[src/rtl/bsr_pkg.sv]
package bsr_pkg;

  // Interrupt flag codes; bit 6 is unused.
  localparam logic [7:0] FLAG_CORRECTED = 8'h01;
  localparam logic [7:0] FLAG_CRC       = 8'h02;
  localparam logic [7:0] FLAG_MISMATCH  = 8'h04;
  localparam logic [7:0] FLAG_BADBLK_LO = 8'h08;
  localparam logic [7:0] FLAG_BADBLK_HI = 8'h10;
  localparam logic [7:0] FLAG_ALL_FF    = 8'h20;
  localparam logic [7:0] FLAG_ECC       = 8'h80;
  localparam logic [7:0] FLAG_CORRUPT   = FLAG_ECC | FLAG_CRC;

  // Builds the set mask for one bank from its event pulses.
  function automatic logic [7:0] event_mask(
    input logic corr, input logic crc, input logic mism, input logic blo,
    input logic bhi, input logic aff, input logic ecc, input logic corrupt);
    logic [7:0] m;
    m = '0;
    if (corr)    m = m | FLAG_CORRECTED;
    if (crc)     m = m | FLAG_CRC;
    if (mism)    m = m | FLAG_MISMATCH;
    if (blo)     m = m | FLAG_BADBLK_LO;
    if (bhi)     m = m | FLAG_BADBLK_HI;
    if (aff)     m = m | FLAG_ALL_FF;
    if (ecc)     m = m | FLAG_ECC;
    if (corrupt) m = m | FLAG_CORRUPT;
    return m;
  endfunction

  // The clear is applied first and the set after it, so a set wins.
  function automatic logic [7:0] sticky_next(
    input logic [7:0] cur, input logic [7:0] clr, input logic [7:0] set);
    return (cur & ~clr) | set;
  endfunction

endpackage

[src/rtl/bsr_bank_slot.sv]
module bsr_bank_slot #(
  parameter int SNAP_BYTES = 48
) (
  input  logic                    clk,
  input  logic                    rst_n,
  input  logic [7:0]              set_mask,
  input  logic [7:0]              clr_mask,
  input  logic                    snap_we,
  input  logic [SNAP_BYTES*8-1:0] snap_din,
  input  logic [7:0]              fsm_din,
  output logic [7:0]              intr_q,
  output logic [7:0]              fsm_q,
  output logic [SNAP_BYTES*8-1:0] snap_q
);
  import bsr_pkg::*;

  always_ff @(posedge clk or negedge rst_n) begin
    if (!rst_n) begin
      intr_q <= '0;
      fsm_q  <= '0;
      snap_q <= '0;
    end else begin
      intr_q <= sticky_next(intr_q, clr_mask, set_mask);
      fsm_q  <= fsm_din;
      if (snap_we) snap_q <= snap_din;
    end
  end

endmodule

[src/rtl/bsr_read_port.sv]
module bsr_read_port #(
  parameter int NUM_BANKS  = 8,
  parameter int SNAP_BYTES = 48,
  parameter int ADDR_W     = 10
) (
  input  logic                              clk,
  input  logic                              rst_n,
  input  logic                              rd_en,
  input  logic [ADDR_W-1:0]                 addr,
  input  logic [NUM_BANKS*SNAP_BYTES*8-1:0] snap_flat,
  input  logic [NUM_BANKS*8-1:0]            intr_flat,
  input  logic [NUM_BANKS*8-1:0]            fsm_flat,
  output logic [7:0]                        rdata,
  output logic                              rvalid
);
  localparam int MAP_BYTES = NUM_BANKS * (SNAP_BYTES + 2);
  localparam logic [ADDR_W-1:0] MAP_END = ADDR_W'(MAP_BYTES);

  // The regions are contiguous, so byte index equals address.
  logic [MAP_BYTES*8-1:0] map_flat;
  logic [7:0]             rd_byte;

  assign map_flat = {fsm_flat, intr_flat, snap_flat};

  always_comb begin
    rd_byte = '0;
    if (addr < MAP_END) rd_byte = 8'(map_flat >> {addr, 3'b000});
  end

  always_ff @(posedge clk or negedge rst_n) begin
    if (!rst_n) begin
      rdata  <= '0;
      rvalid <= 1'b0;
    end else begin
      rvalid <= rd_en;
      if (rd_en) rdata <= rd_byte;
    end
  end

endmodule

[src/rtl/bank_status_rec.sv]
module bank_status_rec #(
  parameter int NUM_BANKS  = 8,
  parameter int SNAP_BYTES = 48,
  parameter int BANK_W     = 5,
  parameter int ADDR_W     = 10
) (
  input  logic                    clk,
  input  logic                    rst_n,
  input  logic                    disp_valid,
  input  logic                    disp_ready,
  input  logic [BANK_W-1:0]       disp_bank,
  input  logic [SNAP_BYTES*8-1:0] disp_info,
  input  logic [NUM_BANKS*8-1:0]  fsm_in,
  input  logic [NUM_BANKS-1:0]    ev_corrected,
  input  logic [NUM_BANKS-1:0]    ev_crc_fail,
  input  logic [NUM_BANKS-1:0]    ev_mismatch,
  input  logic [NUM_BANKS-1:0]    ev_badblk_lo,
  input  logic [NUM_BANKS-1:0]    ev_badblk_hi,
  input  logic [NUM_BANKS-1:0]    ev_all_ff,
  input  logic [NUM_BANKS-1:0]    ev_ecc_fail,
  input  logic [NUM_BANKS-1:0]    ev_corrupt,
  input  logic                    reg_rd,
  input  logic                    reg_wr,
  input  logic [ADDR_W-1:0]       reg_addr,
  input  logic [7:0]              reg_wdata,
  output logic [7:0]              reg_rdata,
  output logic                    reg_rvalid,
  output logic                    irq
);
  import bsr_pkg::*;

  localparam int INTR_BASE = NUM_BANKS * SNAP_BYTES;
  localparam int SNAP_W    = SNAP_BYTES * 8;

  // Named internal events, also observed by the checker.
  logic                           dispatch_fire;
  logic [NUM_BANKS-1:0]           snap_we;
  logic [NUM_BANKS*8-1:0]         set_flat;
  logic [NUM_BANKS*8-1:0]         clr_flat;
  logic [NUM_BANKS*8-1:0]         intr_flat;
  logic [NUM_BANKS*8-1:0]         fsm_flat;
  logic [NUM_BANKS*SNAP_W-1:0]    snap_flat;

  assign dispatch_fire = disp_valid && disp_ready;

  for (genvar g = 0; g < NUM_BANKS; g++) begin : g_bank
    localparam logic [ADDR_W-1:0] CLR_ADDR = ADDR_W'(INTR_BASE + g);
    localparam logic [BANK_W-1:0] MY_BANK  = BANK_W'(g);

    assign snap_we[g] = dispatch_fire && (disp_bank == MY_BANK);
    assign set_flat[g*8 +: 8] = event_mask(ev_corrected[g], ev_crc_fail[g],
      ev_mismatch[g], ev_badblk_lo[g], ev_badblk_hi[g], ev_all_ff[g],
      ev_ecc_fail[g], ev_corrupt[g]);
    assign clr_flat[g*8 +: 8] = (reg_wr && reg_addr == CLR_ADDR) ? reg_wdata : 8'h00;

    bsr_bank_slot #(.SNAP_BYTES(SNAP_BYTES)) u_slot (
      .clk      (clk),
      .rst_n    (rst_n),
      .set_mask (set_flat[g*8 +: 8]),
      .clr_mask (clr_flat[g*8 +: 8]),
      .snap_we  (snap_we[g]),
      .snap_din (disp_info),
      .fsm_din  (fsm_in[g*8 +: 8]),
      .intr_q   (intr_flat[g*8 +: 8]),
      .fsm_q    (fsm_flat[g*8 +: 8]),
      .snap_q   (snap_flat[g*SNAP_W +: SNAP_W])
    );
  end

  bsr_read_port #(
    .NUM_BANKS  (NUM_BANKS),
    .SNAP_BYTES (SNAP_BYTES),
    .ADDR_W     (ADDR_W)
  ) u_rd (
    .clk       (clk),
    .rst_n     (rst_n),
    .rd_en     (reg_rd),
    .addr      (reg_addr),
    .snap_flat (snap_flat),
    .intr_flat (intr_flat),
    .fsm_flat  (fsm_flat),
    .rdata     (reg_rdata),
    .rvalid    (reg_rvalid)
  );

  assign irq = |intr_flat;

endmodule

[config.mk]
export PLATFORM = sky130hd
export DESIGN_NAME = bank_status_rec
export DESIGN_NICKNAME = d
export VERILOG_FILES = /design/src/rtl/bsr_pkg.sv /design/src/rtl/bsr_bank_slot.sv /design/src/rtl/bsr_read_port.sv /design/src/rtl/bank_status_rec.sv
export SDC_FILE = /design/constraint.sdc
export NUM_CORES = 2
export LEC_CHECK = 0
export BUFFER_PORTS_ARGS = -buffer_cell sky130_fd_sc_hd__clkbuf_2
export CORE_MARGIN = 2
export CORE_UTILIZATION = 60
export CTS_CLUSTER_DIAMETER = 200
export CTS_CLUSTER_SIZE = 12
export DETAILED_ROUTE_END_ITERATION = 7
export PLACE_DENSITY = 0.78
export SYNTH_ARGS = -nofsm -noshare
export SYNTH_HDL_FRONTEND = slang
export SYNTH_HIERARCHICAL = 1
export SYNTH_SLANG_ARGS = --single-unit
[constraint.sdc]
create_clock -name clk -period 2.75 [get_ports clk]
set_input_delay 0.275 -clock clk [delete_from_list [all_inputs] [get_ports clk]]
set_output_delay 0.275 -clock clk [all_outputs]
set_load 0.03 [all_outputs]
After elaboration in Yosys (flattened, before gate mapping)
Cells that the tools add are included.
{"block": "totals", "register_bits": 3209, "latch_bits": 0, "mem_bits_rw": 0, "mem_bits_ro": 0, "wordCells": 159, "memories": 0}
{"block": "op_classes", "n_addsub": 0, "n_mul": 0, "div": 0, "order_cmp": 1, "n_eq_ne": 15, "shifts": 1, "mux": 73, "bitwise_logic": 24, "reduce_logical": 19}
{"op": "right shift 3200 x 13 -> 8 bit", "n": 1}
{"op": "2-to-1 mux 8 bit", "n": 25}
{"op": "== test 10 x 9 -> 1 bit, second input constant", "n": 8}
{"op": "AND 8 bit", "n": 8}
{"op": "inverter 8 bit", "n": 8}
{"op": "bitwise OR 8 bit", "n": 8}
{"op": "OR reduction 64 bit", "n": 1}
{"op": "2-to-1 mux 6 bit", "n": 8}
{"op": "2-to-1 mux 5 bit", "n": 8}
{"op": "2-to-1 mux 4 bit", "n": 8}
{"op": "2-to-1 mux 3 bit", "n": 8}
{"op": "== test 5 x 3 -> 1 bit, second input constant", "n": 4}
{"op": "logical AND 1 bit", "n": 17}
{"op": "2-to-1 mux 2 bit", "n": 8}
{"op": "== test 5 x 2 -> 1 bit, second input constant", "n": 2}
{"op": "less-than comparator 10 x 9 -> 1 bit, second input constant", "n": 1}
{"op": "2-to-1 mux 1 bit", "n": 8}
{"op": "== test 5 x 1 -> 1 bit, second input constant", "n": 1}
{"op": "logical NOT 5 bit", "n": 1}

Longest topological paths before layout
{"block": "depth", "word_depth": 9, "ltp_mapped": 14, "depth_no_buf": 7}

Modules after synthesis
The synthesis kept the hierarchy.
{"module": "bsr_bank_slot", "instances": 8, "cells_each": 843, "area_per_inst_um2": 16305.6, "seq_area_each_um2": 10009.6}
{"module": "bsr_read_port", "instances": 1, "cells_each": 2244, "area_per_inst_um2": 27073.5, "seq_area_each_um2": 225.2}
{"module": "bank_status_rec", "instances": 1, "cells_each": 143, "area_per_inst_um2": 1084.8, "seq_area_each_um2": 0.0}

Least setup slack after synthesis
No wires, ideal clock.
{"block": "synth_timing", "kind": "input -> register", "startpoint": "in reg_addr[0]", "endpoint": "reg u_rd.rdata[6]", "setup_ps": 142, "arrival_ps": 2476, "t_required_ps": 2608, "path_slack_ps": 132, "stages": 12, "n_path_buf": 5, "path_cell_list": "buf_4 -> buf_12 -> buf_12 -> buf_8 -> buf_2 -> mux4_2 -> a22oi_1 -> nand2_1 -> a31oi_1 -> nand3_1 -> nor4_1 -> a221oi_1"}
{"block": "synth_between", "elab_chain_len": 2, "elab_cells_between_ends": 3}
{"item": "start: declaration", "line_no": "bank_status_rec.sv:24", "source": "input logic [ADDR_W-1:0] reg_addr,"}
{"item": "right shift 3200 x 13 -> 8 bit or less-than comparator 10 x 9 -> 1 bit (tied branches)", "line_no": "bsr_read_port.sv:27", "source": "if (addr < MAP_END) rd_byte = 8'(map_flat >> {addr, 3'b000});"}
{"item": "2-to-1 mux 8 bit *", "line_no": "bsr_read_port.sv:27"}
{"item": "end signal: assignment", "line_no": "bsr_read_port.sv:36", "source": "if (rd_en) rdata <= rd_byte;"}
{"item": "end: declaration", "line_no": "bsr_read_port.sv:13", "source": "output logic [7:0] rdata,"}
Mark *: on every way between the ends. The rest lies on a longest branch, timed or not.
A chain may end at the register's enable or synchronous reset.

Final worst setup path
{"block": "layout_timing", "startpoint": "reg g_bank[4].u_slot.intr_q[6]", "endpoint": "out irq"}
{"block": "layout_between", "elab_chain_len": 1}
{"item": "start: declaration", "line_no": "bsr_bank_slot.sv:11", "source": "output logic [7:0] intr_q,"}
{"item": "start signal: assignment", "line_no": "bsr_bank_slot.sv:23", "source": "intr_q <= sticky_next(intr_q, clr_mask, set_mask);"}
{"item": "OR reduction 64 bit", "line_no": "bank_status_rec.sv:86", "source": "assign irq = |intr_flat;"}
{"item": "end: declaration", "line_no": "bank_status_rec.sv:28", "source": "output logic irq"}
Every way passes these cells.

==> results summary <==
The flow ran to the end, but the final reports show violations. The checks that failed: negative setup slack. The worst register-to-register path ends at u_rd/rdata[1]. The final max-slew violation count came out at 0. The analysis attributes to net switching a power of between 0.03 and 0.04 W.

The fmax came out at 343 MHz. Per report_power, the combinational group accounts for 19.1% of the total. After detailed placement, the design holds a cell count of between 10,000 and 15,000. The relative max-transition margin is 10.1%. The first global-routing pass estimated about 780,000 um of wire. The count of buffer and inverter cells on the critical path came out at 1.

Among all cell types in the netlist, the one instantiated most often is sky130_fd_sc_hd__dfrtp_1. The element type at the critical path end is a primary output. The static power due to leakage is 83.8 nW.

For the final database, setup skew stands at roughly 0.089 ns. The largest individual stage delay along the critical path comes from the cell sky130_fd_sc_hd__nor4_1. In this run the power density over the cells is between 600 and 700 mW/mm2. The tree is rooted in a sky130_fd_sc_hd__clkbuf_16. The post-route netlist has a little over half of its cells at a drive strength greater than 1. The non-filler instance count after layout came out at around 14,000. Each instance of the synthesized netlist takes up on average between 15 and 20 um2.

In this run the horizontal extent of the chip is around 520 um. The number of buffers inserted by port buffering came out at 550. The final net count is ~11,000.

The commonest cells after synthesis are sky130_fd_sc_hd__dfrtp_1, sky130_fd_sc_hd__mux2_4, sky130_fd_sc_hd__mux4_2, sky130_fd_sc_hd__buf_6, sky130_fd_sc_hd__mux2i_1. Data arrives at the worst endpoint at 2.64 ns. The critical path is of the flop to primary output type. Summing every instance area after synthesis gives 0.159 mm2. Setup violations remaining at the end of the flow were counted as 5. The area of the core is ~0.26 mm2.

At the pin with the least slew margin, the transition time is roughly 1.3 ns. Measured in cells, the most critical reg-to-reg path has a length of 8. Counting every instance in the synthesized netlist gives 9,131.

The highest cell delay on the worst timing path came out at around 0.50 ns. The combined global-route utilization of all metal layers is approximately 40%. The clock reaches the later pin of the worst-skew pair after 0.92 ns. The synthesis-to-layout area growth came out at 15.6%. The area share of the largest cell type after synthesis is 50.6%.

In this run the worst setup path begins at g_bank[4].u_slot/intr_q[6]. The number of global-route vias before repair came to approximately 100k. After detailed routing, the total wire length is ~540,000 um. The proportion of synthesized chip area in sequential cells came out at 50.6%. Summed over all failing endpoints, the final setup total negative slack is -0.389 ns. For this run, the leading register cell type out of synthesis is sky130_fd_sc_hd__dfrtp_1. For this configuration, the core starts out at a cell density of a little over 60%. Yosys mapped a number of flops with a built-in enable equal to 0.

Setup repair after global routing could not meet its margin everywhere. The leftover overflow at the end of global routing came out at 0. Subtracting the final worst setup slack from the clock period gives between 2 and 3 ns. Setup slack on the critical path of the routed design comes to -0.164 ns.

The critical path endpoint is irq. The initial antenna violation count came to 112. Measured along the y axis, the die boundary spans a little over 500 um. The synthesized design contains approximately 3,200 register bits. The number of antenna-violating nets in the routed design is 0. The number of cells on the critical path is 4. The top-level port count is ~550. After clock tree synthesis, the clock-pin slew on the worst setup and hold paths is approximately 0.07 ns. The number of max-capacitance violations reported came out at 0.

The detailed-route DRC error count came out at 0. The total number of clock tree sinks came out at about 3,200. The share of synthesized registers carrying an async set or reset is between 90% and 100%. After detailed routing, the number of vias per cell comes to between 6 and 7. Data on the critical path is required at its endpoint by 2.48 ns. The net switching fraction of the power is a little over a quarter. The worst register-to-register path has a setup slack of -0.04 ns. After legalization and detailed placement, the total HPWL measured approximately 370,000 um.

The tightest min-delay check is of the input pin to flop type. Entering global routing, the biggest net connects around 160 pins. The weighted congestion at the end of routability-driven global placement came out at approximately 1.1. The worst setup path is launched from a flop. The maximum resistive drop on vdd is 0.578 mV.

sky130_fd_sc_hd__dfrtp_1 takes more of the synthesized area than any other cell. Clock tree synthesis inserted a total of 309 buffers. The signal on the critical path passes through nor4_1 -> nand4_1 -> or4_4 -> buf_8. The sequential group share of total power is between 40% and 50%. The number of buffers on the longest clock path came out at 4. The kind of cell with the highest combined delay along the critical path is simple AND/OR/NAND/NOR gates.

The final clock period utilization by the worst path is 106%. The maximum fanout encountered on the critical timing path came out at 3. The number of endpoints with negative hold slack in the final report came out at 0. The number of rows in the core area is between 150 and 200. TritonCTS built the clock tree. The number of violations reported at the end of detailed-routing iteration 0 is 12,100.

The number of distinct library cell variants in the gate-level netlist after synthesis came out at 84. The final design utilization is a little over two thirds. The level count of the clock H-tree is 5. The number of optimization iterations in the first detailed-route pass came out at 6. The overall power consumption is 0.118 W. The total number of vias came out at between 90,000 and 100k. In the final routed layout, each cell accounts on average for 37.3 um.

The power share of the clock group is about 33%. The die outline area came out at roughly 0.27 mm2. By area the synthesized netlist is led by sky130_fd_sc_hd__dfrtp_1, sky130_fd_sc_hd__mux2_4, sky130_fd_sc_hd__mux4_2. The worst flop-to-flop path startpoint is g_bank[7].u_slot/snap_q[121]. The internal power of the cells came out at roughly 0.086 W.

The number of warnings printed during yosys synthesis came out at 6.
-- state kept, by name, summed over array words and instances, names as in the netlist --
signal	cells
u_rd/rdata	8
g_bank.u_slot/intr_q	64
g_bank.u_slot/snap_q	3072
g_bank.u_slot/fsm_q	64
u_rd/rvalid	1
-- layer usage --
metal  up-vias  part of all wire [%]  global-route usage, %
met2      6617                    43                   57.4
met4        60                   8.1                   25.7
li1      37400                     -                      -
met1     52900                    37                   53.1
met5         -                 0.075                      0
met3      1791                    11                   12.1
-- stage by stage --
stage          hold WS [ns]  cell area (um2)  worst slack (ns)
2_1_floorplan       -0.0206           159000             0.132
3_3_place_gp          0.219           169000             -1.01
3_5_place_dp          0.204           169000            -0.955
4_1_cts            0.000353           183000           -0.0587
5_1_grt              0.0278           183000            -0.205
6_report             0.0298           183000            -0.164
-- repair_timing --
| item | 4_1_cts | 5_1_grt |
|---|---|---|
| setup buffers | 0 | 2 |
| hold endpoints to repair | 4381 | 0 |
| hold buffers | 600 | 0 |
| pin swaps | 1 | 3 |
| gates cloned | 0 | 0 |
| endpoints found under the setup margin | 3 | 4 |
| resized for setup | 12 | 11 |
-- power by group through the flow --
stage          logic (W)  registers, W  clock network (W)
4_1_cts           0.0219        0.0569             0.0386
5_1_grt           0.0231        0.0576             0.0406
2_1_floorplan     0.0135        0.0562                  0
3_5_place_dp      0.0210        0.0575                  0
6_report          0.0225        0.0571             0.0385
3_3_place_gp      0.0205        0.0570                  0
-- how the worst min path moves through the flow --
stage                     depth (start not counted)       start                           end  slack, ns
after detailed placement                          1       rst_n  g_bank[4].u_slot/snap_q[128]       0.20
after floorplan                                   0       rst_n     g_bank[0].u_slot/fsm_q[0]      -0.02
after global routing                              2  fsm_in[58]     g_bank[7].u_slot/fsm_q[2]       0.03
after CTS                                         2  fsm_in[58]     g_bank[7].u_slot/fsm_q[2]     0.0004
after global placement                            1       rst_n  g_bank[4].u_slot/snap_q[128]       0.22
final                                             2  fsm_in[34]     g_bank[4].u_slot/fsm_q[2]       0.03
-- cell type report --
type                            count  area [um2]
Fill cell                       16300       79400
Clock buffer                      315        7880
Sequential cell                  3209       80300
Clock inverter                     17         267
Multi-Input combinational cell   5185       71800
Inverter                           77         302
Tap cell                         3515        4400
Timing Repair Buffer             2035       18100
Antenna cell                       80         200
-- cell usage in the layout (no fill, tap or decap), drive strengths merged, types with 9 or more instances in the layout --
master and instances:
a22o 12, or2 20, dlygate4sd3 600, a21o 66
a221oi 84, a21oi 106, o21ai 72, nor2 64
nand2 98, clkbuf 858, inv 80, a221o 24
o211ai 17, diode 80, buf 892, mux4 702
a22oi 85, o31ai 11, clkinv 13, nor2b 20
nand2b 14, nand4 15, and2 9, mux2i 300
a211oi 14, o22ai 42, o221ai 10, nor4 32
dfrtp 3209, nor3 98, a31oi 18, mux2 3108
nand3 37
-- worst register-to-register path: stages (launching register included) --
cell                       delay, ns
sky130_fd_sc_hd__dfrtp_1        0.39
sky130_fd_sc_hd__mux2_2         0.28
sky130_fd_sc_hd__o21ai_0        0.39
sky130_fd_sc_hd__a21oi_1        0.13
sky130_fd_sc_hd__buf_4          0.17
sky130_fd_sc_hd__o32a_1         0.39
sky130_fd_sc_hd__a211oi_1       0.66
sky130_fd_sc_hd__o31a_1         0.23
sky130_fd_sc_hd__a41oi_1        0.05
-- logic make-up after synthesis --
group,after synthesis,share of synthesized area (%)
AOI/OAI and AO/OA,623,2.80
buffers and inverters,744,4.23
DFF,3209,50.6
muxes,4110,40.7
other,1,0.00236
and+or+nand+nor,444,1.59
Power figures use the tool's default switching activity.
